<file path="config.mk">
export PLATFORM = sky130hd
export DESIGN_NAME = frac_bit_uart_tx
export DESIGN_NICKNAME = d
export VERILOG_FILES = /design/src/rtl/fbtx_pkg.sv /design/src/rtl/fbtx_ctrl.sv /design/src/rtl/fbtx_datapath.sv /design/src/rtl/frac_bit_uart_tx.sv
export SDC_FILE = /design/constraint.sdc
export NUM_CORES = 1
export LEC_CHECK = 0
export ABC_AREA = 1
export BUFFER_PORTS_ARGS = -buffer_cell sky130_fd_sc_hd__buf_4
export CAP_MARGIN = 5
export CORE_MARGIN = 8
export CORE_UTILIZATION = 50
export CTS_CLUSTER_DIAMETER = 30
export DETAILED_ROUTE_END_ITERATION = 16
export PLACE_DENSITY = 0.7
export SYNTH_ARGS = -nofsm -noshare
export SYNTH_HDL_FRONTEND = slang
export SYNTH_SLANG_ARGS = --single-unit
</file>
<file path="constraint.sdc">
create_clock -name clk -period 4.79 [get_ports clk]
set_input_delay 0.2395 -clock clk [delete_from_list [all_inputs] [get_ports clk]]
set_output_delay 0.2395 -clock clk [all_outputs]
set_load 0.05 [all_outputs]
</file>
<file path="src/rtl/fbtx_pkg.sv">
package fbtx_pkg;
  localparam int TICK_W = 5;

  typedef struct packed {
    logic load;    // byte accepted this cycle
    logic shift;   // current bit ends this cycle
    logic active;  // frame in progress
  } fbtx_strb_t;

  // Ticks for one bit, from the pattern select and the parity of the frame position.
  function automatic logic [TICK_W-1:0] ticks_per_bit(input logic [2:0] sel, input logic oddPos);
    logic [TICK_W-1:0] n;
    case (sel)
      3'b001:  n = oddPos ? TICK_W'(17) : TICK_W'(16);
      3'b010:  n = TICK_W'(15);
      3'b011:  n = oddPos ? TICK_W'(16) : TICK_W'(15);
      3'b100:  n = TICK_W'(17);
      default: n = TICK_W'(16);
    endcase
    return n;
  endfunction
endpackage

</file>
<file path="src/rtl/fbtx_ctrl.sv">
module fbtx_ctrl
  import fbtx_pkg::*;
#(
  parameter int DIV_W = 8,
  parameter int SEL_W = 3,
  parameter int POS_W = 4
) (
  input  logic             clk,
  input  logic             rstN,
  input  logic [DIV_W-1:0] divVal,
  input  logic [SEL_W-1:0] tickSel,
  input  logic             parityEn,
  input  logic             twoStop,
  input  logic             inValid,
  output logic             inReady,
  output logic             tickPulse,
  output fbtx_strb_t       strb
);
  typedef enum logic {ST_IDLE, ST_SEND} state_t;

  state_t            state;
  logic [DIV_W-1:0]  divReg;
  logic [DIV_W-1:0]  preCnt;
  logic [SEL_W-1:0]  selReg;
  logic [POS_W-1:0]  pos;
  logic [POS_W-1:0]  lastPos;
  logic [TICK_W-1:0] tickCnt;
  logic [TICK_W-1:0] bitLen;
  logic              accept;
  logic              bitEnd;
  logic              frameEnd;

  assign accept    = inValid && (state == ST_IDLE);
  assign tickPulse = (state == ST_SEND) && (preCnt == divReg);
  assign bitLen    = ticks_per_bit(3'(selReg), pos[0]);
  assign bitEnd    = tickPulse && (tickCnt == bitLen - TICK_W'(1));
  assign frameEnd  = bitEnd && (pos == lastPos);

  always_ff @(posedge clk) begin
    if (!rstN) begin
      state   <= ST_IDLE;
      divReg  <= '0;
      preCnt  <= '0;
      selReg  <= '0;
      pos     <= '0;
      lastPos <= '0;
      tickCnt <= '0;
    end else if (accept) begin
      state   <= ST_SEND;
      divReg  <= divVal;
      selReg  <= tickSel;
      lastPos <= POS_W'(9) + POS_W'(parityEn) + POS_W'(twoStop);
      preCnt  <= '0;
      tickCnt <= '0;
      pos     <= '0;
    end else if (state == ST_SEND) begin
      preCnt <= tickPulse ? '0 : preCnt + DIV_W'(1);
      if (bitEnd) begin
        tickCnt <= '0;
        pos     <= pos + POS_W'(1);
        if (frameEnd) state <= ST_IDLE;
      end else if (tickPulse) begin
        tickCnt <= tickCnt + TICK_W'(1);
      end
    end
  end

  assign inReady     = (state == ST_IDLE);
  assign strb.load   = accept;
  assign strb.shift  = bitEnd;
  assign strb.active = (state == ST_SEND);
endmodule

</file>
<file path="src/rtl/fbtx_datapath.sv">
module fbtx_datapath
  import fbtx_pkg::*;
#(
  parameter int DATA_W = 8
) (
  input  logic              clk,
  input  logic              rstN,
  input  logic [DATA_W-1:0] inData,
  input  logic              parityEn,
  input  fbtx_strb_t        strb,
  output logic              txLine
);
  localparam int FRAME_W = DATA_W + 4;

  logic [FRAME_W-1:0] frameSr;

  always_ff @(posedge clk) begin
    if (!rstN) begin
      frameSr <= '1;
    end else if (strb.load) begin
      frameSr <= parityEn ? {2'b11, ^inData, inData, 1'b0}
                          : {3'b111, inData, 1'b0};
    end else if (strb.shift) begin
      frameSr <= {1'b1, frameSr[FRAME_W-1:1]};
    end
  end

  assign txLine = strb.active ? frameSr[0] : 1'b1;
endmodule

</file>
<file path="src/rtl/frac_bit_uart_tx.sv">
module frac_bit_uart_tx
  import fbtx_pkg::*;
#(
  parameter int DATA_W = 8,
  parameter int DIV_W  = 8,
  parameter int SEL_W  = 3
) (
  input  logic              clk,
  input  logic              rstN,
  input  logic [DIV_W-1:0]  divVal,
  input  logic [SEL_W-1:0]  tickSel,
  input  logic              parityEn,
  input  logic              twoStop,
  input  logic [DATA_W-1:0] inData,
  input  logic              inValid,
  output logic              inReady,
  output logic              txLine
);
  localparam int POS_W = $clog2(DATA_W + 4);

  fbtx_strb_t strb;
  logic       tickPulse;

  fbtx_ctrl #(.DIV_W(DIV_W), .SEL_W(SEL_W), .POS_W(POS_W)) u_ctrl (
    .clk(clk), .rstN(rstN), .divVal(divVal), .tickSel(tickSel),
    .parityEn(parityEn), .twoStop(twoStop), .inValid(inValid),
    .inReady(inReady), .tickPulse(tickPulse), .strb(strb)
  );

  fbtx_datapath #(.DATA_W(DATA_W)) u_dp (
    .clk(clk), .rstN(rstN), .inData(inData), .parityEn(parityEn),
    .strb(strb), .txLine(txLine)
  );
endmodule

</file>
Word level (Yosys, flattened, before mapping)
Cells that the tools add are included.
{"block": "word_totals", "register_bits": 45, "memories": 0, "latchBits": 0, "rom_bits": 0, "mem_bits_rw": 0, "wordCells": 47, "input_bits": 24}
{"block": "classes", "shifts": 0, "n_mux": 14, "multipliers": 0, "n_bitwise": 2, "n_addsub": 6, "n_div": 0, "n_reduce_logical": 10, "order_cmp": 0, "n_eq_ne": 7}
{"operator": "$mux W12", "n": 2}
{"operator": "$pmux W5 S4", "n": 1}
{"operator": "$mux W5", "n": 3}
{"operator": "$mux W10", "n": 1}
{"operator": "$add A8 B1 Y8 const B", "n": 1}
{"operator": "$eq A8 B8 Y1", "n": 1}
{"operator": "$mux W8", "n": 1}
{"operator": "$reduce_xor A8 Y1", "n": 1}
{"operator": "$eq A3 B2 Y1 const B", "n": 2}
{"operator": "$mux W1", "n": 6}
{"operator": "$add A5 B1 Y5 const B", "n": 1}
{"operator": "$eq A5 B5 Y1", "n": 1}
{"operator": "$sub A5 B1 Y5 const B", "n": 1}
{"operator": "$add A4 B1 Y4", "n": 1}
{"operator": "$add A4 B1 Y4 const A", "n": 1}
{"operator": "$add A4 B1 Y4 const B", "n": 1}
{"operator": "$eq A4 B4 Y1", "n": 1}
{"operator": "$logic_and A1 B1 Y1", "n": 4}
{"operator": "$reduce_and A2 Y1", "n": 2}
{"operator": "$reduce_bool A2 Y1", "n": 2}
{"operator": "$eq A3 B1 Y1 const B", "n": 1}
{"operator": "$eq A3 B3 Y1 const B", "n": 1}
{"operator": "$not A1 Y1", "n": 2}
{"operator": "$reduce_or A2 Y1", "n": 1}

Logic depth before layout (Yosys ltp)
{"block": "logic_depth", "depth_word": 10, "mapped_depth": 17, "mapped_depth_nobuf": 17}

Hierarchy
A second synthesis with hierarchy kept.
{"block": "hier_totals", "cells_unflattened": 370, "hier_area_um2": 2479.9}
{"module": "fbtx_ctrl", "n_inst": 1, "cells_each": 281, "area_per_inst_um2": 1898.1, "seq_area_each_um2": 640.6}
{"module": "fbtx_datapath", "n_inst": 1, "cells_each": 89, "area_per_inst_um2": 581.8, "seq_area_each_um2": 200.2}

Worst setup path before layout
OpenSTA, ideal clock, no wires.
{"block": "synth_path", "path_type": "register to register", "from": "reg u_ctrl.pos[0]", "to": "reg u_dp.frameSr[7]", "required_ns": 4.656, "slack_ns": 2.861, "stages_incl_launch_ff": 15, "t_arrival_ns": 1.796, "synth_period_minus_slack_ns": 1.929, "n_path_buf": 1, "cell_sequence": "dfxtp_1 > nand2_1 > nand2_1 > nand2_1 > nand2_2 > inv_1 > ha_1 > xnor2_1 > nor2_1 > nand3_1 > nor2_2 > nand2_2 > buf_6 > nand3_1 > nand3_1"}
{"block": "synth_between", "elab_chain_len": 6}
{"element": "start: declaration", "line": "fbtx_ctrl.sv:25", "source": "logic [POS_W-1:0] pos;"}
{"element": "start signal: assignment", "line": "fbtx_ctrl.sv:60", "source": "pos <= pos + POS_W'(1);"}
{"element": "$mux W5 / $mux W1 (equally long branches)", "line": "fbtx_pkg.sv:16, fbtx_pkg.sv:14"}
{"element": "$pmux W5 S4 (*)", "line": "fbtx_pkg.sv:13", "source": "case (sel)"}
{"element": "$sub A5 B1 Y5 (*)", "line": "fbtx_ctrl.sv:36", "source": "assign bitEnd = tickPulse && (tickCnt == bitLen - TICK_W'(1));"}
{"element": "$eq A5 B5 Y1 (*)", "line": "fbtx_ctrl.sv:36"}
{"element": "$logic_and A1 B1 Y1 (*)", "line": "fbtx_ctrl.sv:36"}
{"element": "$reduce_bool A2 Y1 (no line) (*)"}
{"element": "end signal: assignment", "line": "fbtx_datapath.sv:21", "source": "frameSr <= parityEn ? {2'b11, ^inData, inData, 1'b0}"}
{"element": "end signal: assignment", "line": "fbtx_datapath.sv:24", "source": "frameSr <= {1'b1, frameSr[FRAME_W-1:1]};"}
{"element": "end: declaration", "line": "fbtx_datapath.sv:15", "source": "logic [FRAME_W-1:0] frameSr;"}
Mark *: on every way between the ends. The rest lies on a longest branch, timed or not.
A chain may end at the register's enable or synchronous reset.

Worst setup path after layout
{"block": "layout_path", "from": "reg u_ctrl.pos[0]", "to": "reg u_dp.frameSr[9]"}
Same word-level chain as after synthesis.

==> flow_metrics.py <==
metrics = {
    "status": {
        "outcome": "finished clean",
    },
    "synth": {
        "synth-seq-cells": 42,
        "synthDistinctLibCells": 26,
        "yosysWarnings": 0,
        "yosysSeqAreaShare_pct": 37.4,
        "synth_cells": 325,
        "syn_area_per_cell_um2": 6.91,
        "syn-num-nets": 355,
        "synth_area_mm2": 0.00225,
    },
    "run": {
        "drv_cap": 0,
    },
    "setup_path": {
        "reg2reg_depth": 14,
        "start_kind": "flop",
        "worst_path_most_repeated_cell": "nand2_1",
        "r2r_end": "u_dp.frameSr[9]",
        "crit_chain": "nand2_1 > nand2_1 > nand2_1 > nand2_2 > inv_1 > ha_1 > xnor2_1 > nor2_1 > nand3_1 > nor2_2 > nand2_2 > nand2_2 > nand2_1 > nand3_1",
        "cp_max_fo": 12,
        "critical-path-max-stage-delay_ns": 0.41,
        "crit_type": "flop to flop",
        "crit_path_end_kind": "flop",
        "ff2ff_setup_slack_ns": 2.56,
        "required_ns": 5.03,
        "crit_arrival_ns": 2.46,
        "reg2reg_from": "u_ctrl.pos[0]",
        "crit_slowest_cell": "dfxtp_1",
    },
    "layout": {
        "finalNonFillerCells": 401,
        "drive_above_1_share_pct": 14.9,
        "syn2layout_area_growth_pct": 15.6,
        "final_common_cell": "nand2_1",
        "fin_nets": 378,
        "antenna_cells": 0,
        "stdcell_area_mm2": 0.00260,
        "final_cell_mix": "92 x nand2_1, 42 x dfxtp_1, 34 x nand3_1",
    },
    "routing": {
        "met3WireLength_um": 156,
        "maxUsedRoutingLayer": "met4",
        "drc": 0,
        "routedWlPerCell_um": 11.4,
        "drt_iter0_drc": 84,
        "viasPerCell": 5.07,
        "vias": 2034,
        "dr.pass1.iters": 4,
        "drt-met1-wl_um": 2290,
        "postRouteAntennaNets": 0,
        "wl_met2_um": 2070,
        "drt_wl_total_um": 4570,
    },
    "sta": {
        "final_max_slew_viol_count": 0,
        "period_share_pct": 46.5,
        "rsz0062_at_grt": "no",
        "max_freq_mhz": 449,
        "worstMarginPinSlew_ns": 0.595,
        "max_slew_margin_pct": 60.3,
        "period_needed_ns": 2.23,
        "setup_viol": 0,
        "setup_total_negative_slack_ns": 0,
        "finClkSkew_ns": 0.00692,
        "finalHoldViolCount": 0,
    },
    "place": {
        "numPortBuffers": 25,
        "placed_cells": 393,
        "hpwl_um": 3430,
        "gp_congestion": 0.827,
        "dpl_cell_area_mm2": 0.00245,
    },
    "clock_network": {
        "ctsHoldBuffers": 0,
        "cts_resized": 0,
        "cts.sinks": 42,
        "numCtsBuffers": 5,
        "cts_tree": "yes",
        "cts.htree.levels": 2,
        "root_buffer": "clkbuf_8",
        "clock_path_buffers": 2,
        "cts.clk_slew.worst_paths_ns": 0.08,
        "clkLatencyLatePin_ns": 0.29,
        "cts_setup_buffers": 0,
    },
    "power_and_ir_drop": {
        "power.density_mw_per_mm2": 334,
        "max-vdd-ir-drop_mv": 0.147,
        "total_power_uw": 867,
        "p_leak_uw": 0.00117,
    },
    "floorplan": {
        "placementRows": 24,
        "coreArea_mm2": 0.00435,
        "die_w_um": 83.0,
        "io_pins": 26,
        "initial_core_util_pct": 51.6,
        "die_h_um": 83.0,
        "die-area_mm2": 0.00689,
    },
    "worst_hold_path": {
        "hold_path.class": "input port to flop",
        "worst_hold_path.endpoint": "u_ctrl.selReg[0]",
        "min_path_cells": 3,
        "min_from": "tickSel[0]",
    },
    "global_route": {
        "antenna_found_initial": 0,
        "grt_start_max_net_pins": 39,
        "grt_first_pass_wirelength_um": 8290,
        "gr-total-overflow": 0,
        "grt_pass1_vias": 1928,
        "grtUsageTotal_pct": 13.7,
    },
}
## worst max-delay path by stage
| stage | startpoint | end | slack [ns] | cells after the start |
|---|---|---|---|---|
| after floorplan | u_ctrl.pos[0] | u_dp.frameSr[7] | 2.86 | 14 |
| after global placement | u_ctrl.pos[0] | u_dp.frameSr[1] | 2.68 | 14 |
| after detailed placement | u_ctrl.pos[0] | u_dp.frameSr[8] | 2.61 | 14 |
| after CTS | u_ctrl.pos[0] | u_dp.frameSr[9] | 2.57 | 14 |
| after global routing | u_ctrl.pos[0] | u_dp.frameSr[9] | 2.27 | 17 |
| final | u_ctrl.pos[0] | u_dp.frameSr[9] | 2.56 | 14 |
## per-stage QoR
step	hold WS (ns)	utilization, %	setup WS [ns]
after floorplan	0.378	-	2.86
after global placement	0.466	56.4	2.68
after detailed placement	0.473	56.4	2.61
after CTS	0.194	59.6	2.57
after global routing	0.237	59.6	2.27
final	0.204	59.6	2.56
## flip-flops by register name, summed over array words and instances, names as in the netlist
signal          count
u_ctrl.preCnt       8
u_ctrl.state        1
u_ctrl.tickCnt      5
u_ctrl.selReg       3
u_ctrl.lastPos      3
u_ctrl.pos          4
u_dp.frameSr       10
u_ctrl.divReg       8
## routing by layer
metal	vias up	global-route usage [%]
met5	-	0
met2	34	23.1
met3	6	3.03
li1	1083	-
met1	911	16.8
met4	0	3.83
## cell families (layout without fill, tap and decap cells)
logic type      Yosys count  in the layout  share of synthesized area [%]
simple gates            182            182                           35.5
flops                    42             42                           37.4
buf+inv                  37             61                           6.85
compound gates           36             36                           8.25
xor+xnor                 22             22                           8.58
fa+ha+maj                 6              6                           3.34
## worst max-delay path, delay by kind of cell, from the launching register on
kind,cells,cell delay (ns)
xor gates and xnor gates,1,0.12
adders and majority gates,1,0.29
and+or+nand+nor,11,1.29
buffers and inverters,1,0.05
DFF,1,0.41
## synth_stat cells (all sizes together)
library cell	number	area share, %
xor2	10	3.9
xnor2	12	4.7
and3	1	0.28
nand2	99	17
nand4	4	1.1
ha	6	3.3
a21oi	19	4.4
inv	27	4.5
o21ai	16	3.6
and2	1	0.28
o22ai	1	0.28
clkbuf	3	0.50
nor2	37	7.0
or2	2	0.56
dfxtp	42	37
nand3b	3	1.0
nand3	35	8.0
buf	7	1.8
## power breakdown
part | total (uW) | internal [uW] | switching, uW
registers | 381 | 368 | 12.9
clock network | 345 | 222 | 123
logic | 140 | 59.6 | 80.5
total | 867 | 650 | 217
## area by class of cell
cell class / count / area, um2
inverter: 27 / 101
multi-input combinational: 246 / 1250
timing repair buffer: 26 / 195
tap: 52 / 65.1
fill: 405 / 1760
clock inverter: 2 / 60.1
clock buffer: 6 / 82.6
sequential: 42 / 841
Power figures use the tool's default switching activity.
